$ cat src/rtl/ide_ident_seq.sv
module ide_ident_seq #(
  parameter int STB       = 3,
  parameter int TIMEOUT   = 100000,
  parameter int LBL_BYTES = 40
) (
  input  logic                   clk,
  input  logic                   rst_n,
  input  logic                   start,
  output logic                   busy,
  output logic                   done,
  output logic                   err,
  output logic                   ide_cs_ctl,
  output logic [2:0]             ide_addr,
  output logic [15:0]            ide_wdata,
  input  logic [15:0]            ide_rdata,
  output logic                   ide_rd,
  output logic                   ide_wr,
  output logic [8*LBL_BYTES-1:0] label,
  output logic [31:0]            sectors
);
  localparam int PW        = $clog2(STB + 1);
  localparam int TW        = $clog2(TIMEOUT + 1);
  localparam int LBL_W     = 8 * LBL_BYTES;
  localparam int LPW       = $clog2(LBL_W);
  localparam int LBL_FIRST = 'h36 / 2;
  localparam int LBL_LAST  = LBL_FIRST + LBL_BYTES / 2 - 1;
  localparam int SEC_LO    = 'h78 / 2;
  localparam int SEC_HI    = SEC_LO + 1;

  typedef enum logic [2:0] {
    S_IDLE, S_RST_ON, S_RST_OFF, S_SPIN, S_POLL_RDY, S_IDENT, S_POLL_DRQ, S_XFER
  } state_t;

  state_t          st;
  logic [PW-1:0]   ph;
  logic [TW-1:0]   tmo;
  logic [15:0]     rdq;
  logic [7:0]      widx;
  logic [LPW-1:0]  lpos;

  wire strobe = (st != S_IDLE) && (ph < PW'(STB));
  wire samp   = (st != S_IDLE) && (ph == PW'(STB - 1));
  wire fin    = ph == PW'(STB);
  wire is_wr  = st inside {S_RST_ON, S_RST_OFF, S_SPIN, S_IDENT};
  wire poll   = st inside {S_POLL_RDY, S_POLL_DRQ};
  wire s_bsy  = rdq[7];
  wire s_rdy  = rdq[6];
  wire s_drq  = rdq[3];
  wire s_err  = rdq[0];
  wire expired = tmo == TW'(TIMEOUT);
  wire in_lbl  = (widx >= 8'(LBL_FIRST)) && (widx <= 8'(LBL_LAST));

  assign busy       = st != S_IDLE;
  assign ide_wr     = strobe && is_wr;
  assign ide_rd     = strobe && !is_wr;
  assign ide_cs_ctl = (st == S_RST_ON) || (st == S_RST_OFF);
  assign ide_addr   = ide_cs_ctl ? 3'd6 : (st == S_XFER ? 3'd0 : 3'd7);
  assign lpos       = LPW'(LBL_W - 16 - 16 * (int'(widx) - LBL_FIRST));

  always_comb begin
    case (st)
      S_RST_ON:  ide_wdata = 16'h0006;
      S_RST_OFF: ide_wdata = 16'h0002;
      S_SPIN:    ide_wdata = 16'h00E1;
      S_IDENT:   ide_wdata = 16'h00EC;
      default:   ide_wdata = 16'h0000;
    endcase
  end

  always_ff @(posedge clk or negedge rst_n) begin
    if (!rst_n) begin
      st      <= S_IDLE;
      ph      <= '0;
      tmo     <= '0;
      rdq     <= '0;
      widx    <= '0;
      done    <= 1'b0;
      err     <= 1'b0;
      label   <= '0;
      sectors <= '0;
    end else begin
      if (samp) rdq <= ide_rdata;
      ph  <= (st == S_IDLE || fin) ? '0 : ph + 1'b1;
      tmo <= !poll ? '0 : (expired ? tmo : tmo + 1'b1);
      case (st)
        S_IDLE: if (start) begin
          st      <= S_RST_ON;
          done    <= 1'b0;
          err     <= 1'b0;
          widx    <= '0;
          label   <= '0;
          sectors <= '0;
        end
        S_RST_ON:  if (fin) st <= S_RST_OFF;
        S_RST_OFF: if (fin) st <= S_SPIN;
        S_SPIN:    if (fin) st <= S_POLL_RDY;
        S_IDENT:   if (fin) st <= S_POLL_DRQ;
        S_POLL_RDY: if (fin) begin
          if (s_err) begin
            st <= S_IDLE; err <= 1'b1;
          end else if (!s_bsy && s_rdy) begin
            st <= S_IDENT;
          end else if (expired) begin
            st <= S_IDLE; err <= 1'b1;
          end
        end
        S_POLL_DRQ: if (fin) begin
          if (s_err) begin
            st <= S_IDLE; err <= 1'b1;
          end else if (!s_bsy && s_drq) begin
            st <= S_XFER;
          end else if (expired) begin
            st <= S_IDLE; err <= 1'b1;
          end
        end
        S_XFER: if (fin) begin
          if (in_lbl) label[lpos +: 16] <= rdq;
          if (widx == 8'(SEC_LO)) sectors[15:0]  <= rdq;
          if (widx == 8'(SEC_HI)) sectors[31:16] <= rdq;
          widx <= widx + 1'b1;
          if (widx == 8'd255) begin
            st   <= S_IDLE;
            done <= 1'b1;
          end
        end
        default: st <= S_IDLE;
      endcase
    end
  end
endmodule

$ cat config.mk
export PLATFORM = sky130hd
export DESIGN_NAME = ide_ident_seq
export DESIGN_NICKNAME = d
export VERILOG_FILES = /design/src/rtl/ide_ident_seq.sv
export SDC_FILE = /design/constraint.sdc
export NUM_CORES = 1
export LEC_CHECK = 0
export ABC_AREA = 0
export BUFFER_PORTS_ARGS = -buffer_cell sky130_fd_sc_hd__buf_2
export CAP_MARGIN = 5
export CORE_MARGIN = 2
export CORE_UTILIZATION = 45
export CTS_BUF_LIST = sky130_fd_sc_hd__clkbuf_8
export DETAILED_ROUTE_END_ITERATION = 10
export PLACE_DENSITY_LB_ADDON = 0.1
export SLEW_MARGIN = 5
export SYNTH_ARGS = -nofsm -noshare
export SYNTH_HDL_FRONTEND = slang
export SYNTH_SLANG_ARGS = --single-unit
$ cat constraint.sdc
create_clock -name clk -period 6.6 [get_ports clk]
set_clock_uncertainty 0.2 [all_clocks]
set_input_delay 0.33 -clock clk [delete_from_list [all_inputs] [get_ports clk]]
set_output_delay 0.33 -clock clk [all_outputs]
set_load 0.02 [all_outputs]
After elaboration in Yosys (flattened, before gate mapping)
Cells that the tools add are included.
{ "classes": {"n_addsub": 6, "n_lt_le_gt_ge": 3, "n_eq_ne": 28, "n_shift": 2, "muxes": 46, "n_reduce_logical": 24} }
{ "op_table": {"columns": ["operator", "count"], "rows": [
  ["320-bit two-way mux", 3],
  ["320-bit one-hot mux with 2 select lines", 1],
  ["320-bit bitwise mux", 1],
  ["16-bit by 11-bit variable shift with 320-bit output, first input constant", 1],
  ["16-bit by 11-bit variable part select with 320-bit output", 1],
  ["32-bit two-way mux", 2],
  ["32-bit one-hot mux with 2 select lines", 1],
  ["3-bit two-way mux", 16],
  ["17-bit two-way mux", 2],
  ["16-bit two-way mux", 2],
  ["8-bit one-hot mux with 4 select lines", 1],
  ["3-bit one-hot mux with 8 select lines", 1],
  ["2-bit inequality test, second input constant", 10],
  ["17-bit by 1-bit adder with 17-bit output, second input constant", 1],
  ["17-bit == test, second input constant", 1],
  ["8-bit by 6-bit == test with 1-bit output, second input constant", 2],
  ["8-bit two-way mux", 2],
  ["8-bit one-hot mux with 2 select lines", 1],
  ["4-bit AND reduction", 4],
  ["3-bit == test, second input constant", 4],
  ["9-bit negation with 11-bit output", 1],
  ["1-bit two-way mux", 10],
  ["9-bit AND reduction", 1],
  ["9-bit subtractor, first input constant", 1],
  ["other kinds (24)", 39]
]} }
{ "totals": {"regBits": 400, "inputBits": 19, "out_inout_bits": 377, "word_cells": 119} }

Logic depth before layout (Yosys ltp)
{ "depth": {"word_depth": 8, "ltp_mapped": 13, "ltp_nobuf": 10} }

Worst setup path before layout
Ideal clock, no wire load.
{ "synth_path": {"path_type": "reg2reg", "from": "register widx[1]", "to": "register label[299]", "setup_time_ps": 125, "arrival_time_ps": 3547, "t_required_ps": 6275, "slack_ps": 2728, "path_stages_with_launch": 14, "n_path_buf": 3, "synth_period_minus_slack_ps": 3872, "path_cell_list": "dfrtp_1 -> ha_1 -> xnor2_4 -> clkinv_1 -> ha_1 -> ha_1 -> clkbuf_1 -> nor3b_1 -> o211a_1 -> nor3_1 -> buf_2 -> clkbuf_1 -> nor2_1 -> mux2_4"} }
{ "synth_via": {"elab_chain_cells": 8, "elab_cells_between_ends": 14, "classes_between": "add/sub: 3; order compare: 2; eq/ne: 1; shift: 2; mux: 4; reduce/logical: 2"} }
{ "synth_lines": {"columns": ["element", "line_no", "text"], "rows": [
  ["from (decl)", "38", "logic [7:0] widx;"],
  ["from (signal assigned)", "120", "widx <= widx + 1'b1;"],
  ["5-bit subtractor", "58", "assign lpos = LPW'(LBL_W - 16 - 16 * (int'(widx) - LBL_FIRST));"],
  ["9-bit subtractor", "58", null],
  ["9-bit negation with 11-bit output", "117", "if (in_lbl) label[lpos +: 16] <= rdq;"],
  ["16-bit by 11-bit variable part select with 320-bit output or 16-bit by 11-bit variable shift with 320-bit output (tied branches)", "117", null],
  ["320-bit bitwise mux", "117", null],
  ["320-bit two-way mux", "117", null],
  ["320-bit two-way mux", "116", "S_XFER: if (fin) begin"],
  ["320-bit one-hot mux with 2 select lines", "85", "case (st)"],
  ["to (signal, indexed assignment)", "117", null],
  ["to (decl)", "18", "output logic [8*LBL_BYTES-1:0] label,"]
]} }
Several ways; a longest one is shown, not always the timed one. The select of a mux whose other input is x is not followed.
A chain may end at the register's enable or synchronous reset.

Worst setup path in the final report
{ "layout_path": {"from": "register widx[0]", "to": "register label[308]"} }
The elaborated chain is that of the path after synthesis.

==> flow_summary.yaml <==
worst_setup_path:
  crit_path_start_kind: "flop"
  end_kind: "flop"
  cp.required_ps: 6890
  path_max_fanout: 51
  cp.arrival_ps: 5470
  critPathKind: "reg2reg"
clocking:
  root_buffer: "clkbuf_8"
  clockBufferDepth: 3
  clock-sinks: 400
  postCtsSetupBuffers: 0
  clkTransAtPathRegs_ps: 60
  ctsResizeCount: 0
  cts_tree: "done"
  htree_levels: 3
  worstSkewPairLatency_ps: 620
  numCtsBuffers: 71
logic_synthesis:
  synth.distinct_cells: 65
  synth.area.top_cells: "dfrtp_1, mux2_2, mux2_4"
  synth_edf_count: 0
  synth_cells: 1575
  postSynthAreaPerCell_um2: 11.3
  synth-seq-cells: 400
  synth.largest_area_cell: "dfrtp_1"
  synth_commonest_cells: "dfrtp_1, nand2_1, nor2_1"
  synth_warnings: 0
  synth_top_area_share_pct: 56.4
  synth-main-ff-cell: "dfrtp_1"
  synth_most_common_cell: "dfrtp_1"
  async_flop_share_pct: 100
  syn_area_mm2: 0.0177
  ys_seq_area_share_pct: 56.4
power:
  p_comb_share_pct: 25.0
  peakVddDrop_mv: 0.159
  power.switching_mw: 2.69
  p_per_area_mw_per_mm2: 327
  swShare_pct: 38.6
  clkPwrFrac_pct: 31.2
  sequentialPowerShare_pct: 43.8
  p_leak_nw: 11.1
  internal-power_mw: 4.28
sta:
  fmaxAchievable_mhz: 193
  slew_viol_final: 0
  finalHoldViolations: 0
  setup_viol: 0
  fin_crit_ps: 5180
  tightest_slew_ps: 1180
  finalCritPeriodShare_pct: 78.5
  rsz0062_at_grt: "false"
  tns_ps: 0
  slew_headroom_pct: 21.1
global_route:
  grt_pass1_vias: 13800
  overflow: 0
  antenna_found_initial: 0
  grt_max_degree: 181
  groute.usage.overall_pct: 27.6
  grt_pass1_wl_um: 85900
floorplanning:
  rows: 72
  ioPinCount: 396
  die_y_um: 203
  core_area_mm2: 0.0387
  start_util_pct: 45.8
  die_area_mm2: 0.0410
  die_width_um: 203
route:
  dr.pass1.iters: 5
  post_drt_wl_per_cell_um: 22.8
  dr_total_vias: 13800
  drtIter0Drc: 964
  wl_um: 56900
  viasPerCell: 5.52
  remaining_drc_errors: 0
  postRouteAntennaNets: 0
place:
  hpwl_um: 37400
  port_buffers: 386
  gp_congestion: 0.853
layout:
  n_fill_cell: 3479
  drive_gt1_share_pct: 33.8
  antennaDiodeCount: 0
  syn2layout_area_growth_pct: 20.3
  nets: 1966
  finish.utilization_pct: 55.1
run_status:
  status: "finished, final reports clean"
worst_hold_path:
  holdCritPathClass: "reg2reg"
run:
  maxCapViolCount: 0
power groups by stage:
stage,sequential [mW],clock [mW],combinational (mW)
3_5_place_dp,3.09,0,1.72
5_1_grt,3.07,2.35,1.88
6_report,3.05,2.17,1.74
4_1_cts,3.05,2.22,1.74
2_1_floorplan,2.85,0,1.26
3_3_place_gp,3.08,0,1.71
state kept, by name, summed over array words and instances (netlist names):
name and count:
label 320, sectors 32, st 3, widx 8, err 1, rdq 16, done 1, ph 2
tmo 17
kinds of logic (layout without fill, tap and decap cells):
| logic type | count (synthesis) | after routing | synth area share [%] |
|---|---|---|---|
| fa+ha+maj | 11 | 11 | 0.776 |
| buf+inv | 210 | 608 | 5.52 |
| xor+xnor | 21 | 21 | 1.14 |
| compound gates | 312 | 312 | 12.6 |
| other cells | 1 | 9 | 0.0211 |
| flops | 400 | 400 | 56.4 |
| mux | 177 | 177 | 12.3 |
| simple gates | 443 | 443 | 11.2 |
layer usage:
metal / track usage [%] / routed length (µm) / vias to the layer above / share of wire [%]
li1: - / - / 6227 / -
met1: 37.1 / 24700 / 6953 / 43
met2: 42.3 / 25900 / 511 / 46
met3: 8.91 / 4550 / 98 / 8.0
met4: 9.57 / 1780 / 0 / 3.1
met5: 0 / 0 / - / 0
cell usage in the layout (no fill, tap or decap), drive strengths merged, types with 8 or more instances in the layout:
master / count
buf: 405
dfrtp: 400
nand2: 167
nor2: 160
mux2: 144
o21ai: 95
inv: 92
clkbuf: 84
o22ai: 50
o2111ai: 49
nand3: 47
mux2i: 33
o2bb2ai: 32
a22o: 19
dlygate4sd3: 18
a32o: 17
a21oi: 15
o21a: 14
ha: 11
xnor2: 11
nor3: 11
xor2: 10
nand4: 9
conb: 9
clkinv: 8
layout make-up:
cell class	count	area (µm²)	share of cell area, %
tap	518	648	3.04
clock inverter	34	150	0.704
clock buffer	84	1160	5.42
sequential	400	10000	46.9
multi-input combinational	973	6820	32.0
inverter	67	251	1.18
timing repair buffer	423	2300	10.8
metrics by stage:
stage | setup slack [ps] | instance area (µm²) | hold slack, ps | instances | power (mW)
6_report | 1420 | 21300 | 279 | 2499 | 6.97
5_1_grt | 1090 | 21300 | 257 | 2499 | 7.30
4_1_cts | 1430 | 21300 | 250 | 2499 | 7.01
3_5_place_dp | 1510 | 19800 | 49.5 | 2362 | 4.81
3_3_place_gp | 1670 | 19800 | 52.7 | 2362 | 4.79
2_1_floorplan | 2730 | 17800 | -166 | 1583 | 4.11
timing repair:
| item | CTS | global route |
|---|---|---|
| endpoints found under the hold margin | 60 | 0 |
| hold buffers | 19 | 0 |
| setup endpoints to repair | 0 | 0 |
path summary, 6_finish.rpt:
path | from | end | slack [ps] | depth (start not counted)
min in group asynchronous | rst_n | label[182]$_DFFE_PN0P_ | 490 | 3
worst max register to register | widx[0]$_DFFE_PN0P_ | label[308]$_DFFE_PN0P_ | 1420 | 11
worst min-delay path | label[206]$_DFFE_PN0P_ | label[206]$_DFFE_PN0P_ | 280 | 1
worst min register to register | label[206]$_DFFE_PN0P_ | label[206]$_DFFE_PN0P_ | 280 | 1
max in group asynchronous | rst_n | label[49]$_DFFE_PN0P_ | 4430 | 4
worst max-delay path | widx[0]$_DFFE_PN0P_ | label[308]$_DFFE_PN0P_ | 1420 | 11
worst max-delay path, stage by stage (launching register included):
cell and delay [ps]:
dfrtp_1 600, ha_1 420, xnor2_4 220, clkinv_1 290, ha_1 410, ha_1 510
nor3b_1 210, o211a_1 250, nor3_2 160, buf_4 490, o21a_1 810, mux2_2 410
No activity file was read; power rests on OpenSTA's default activity.
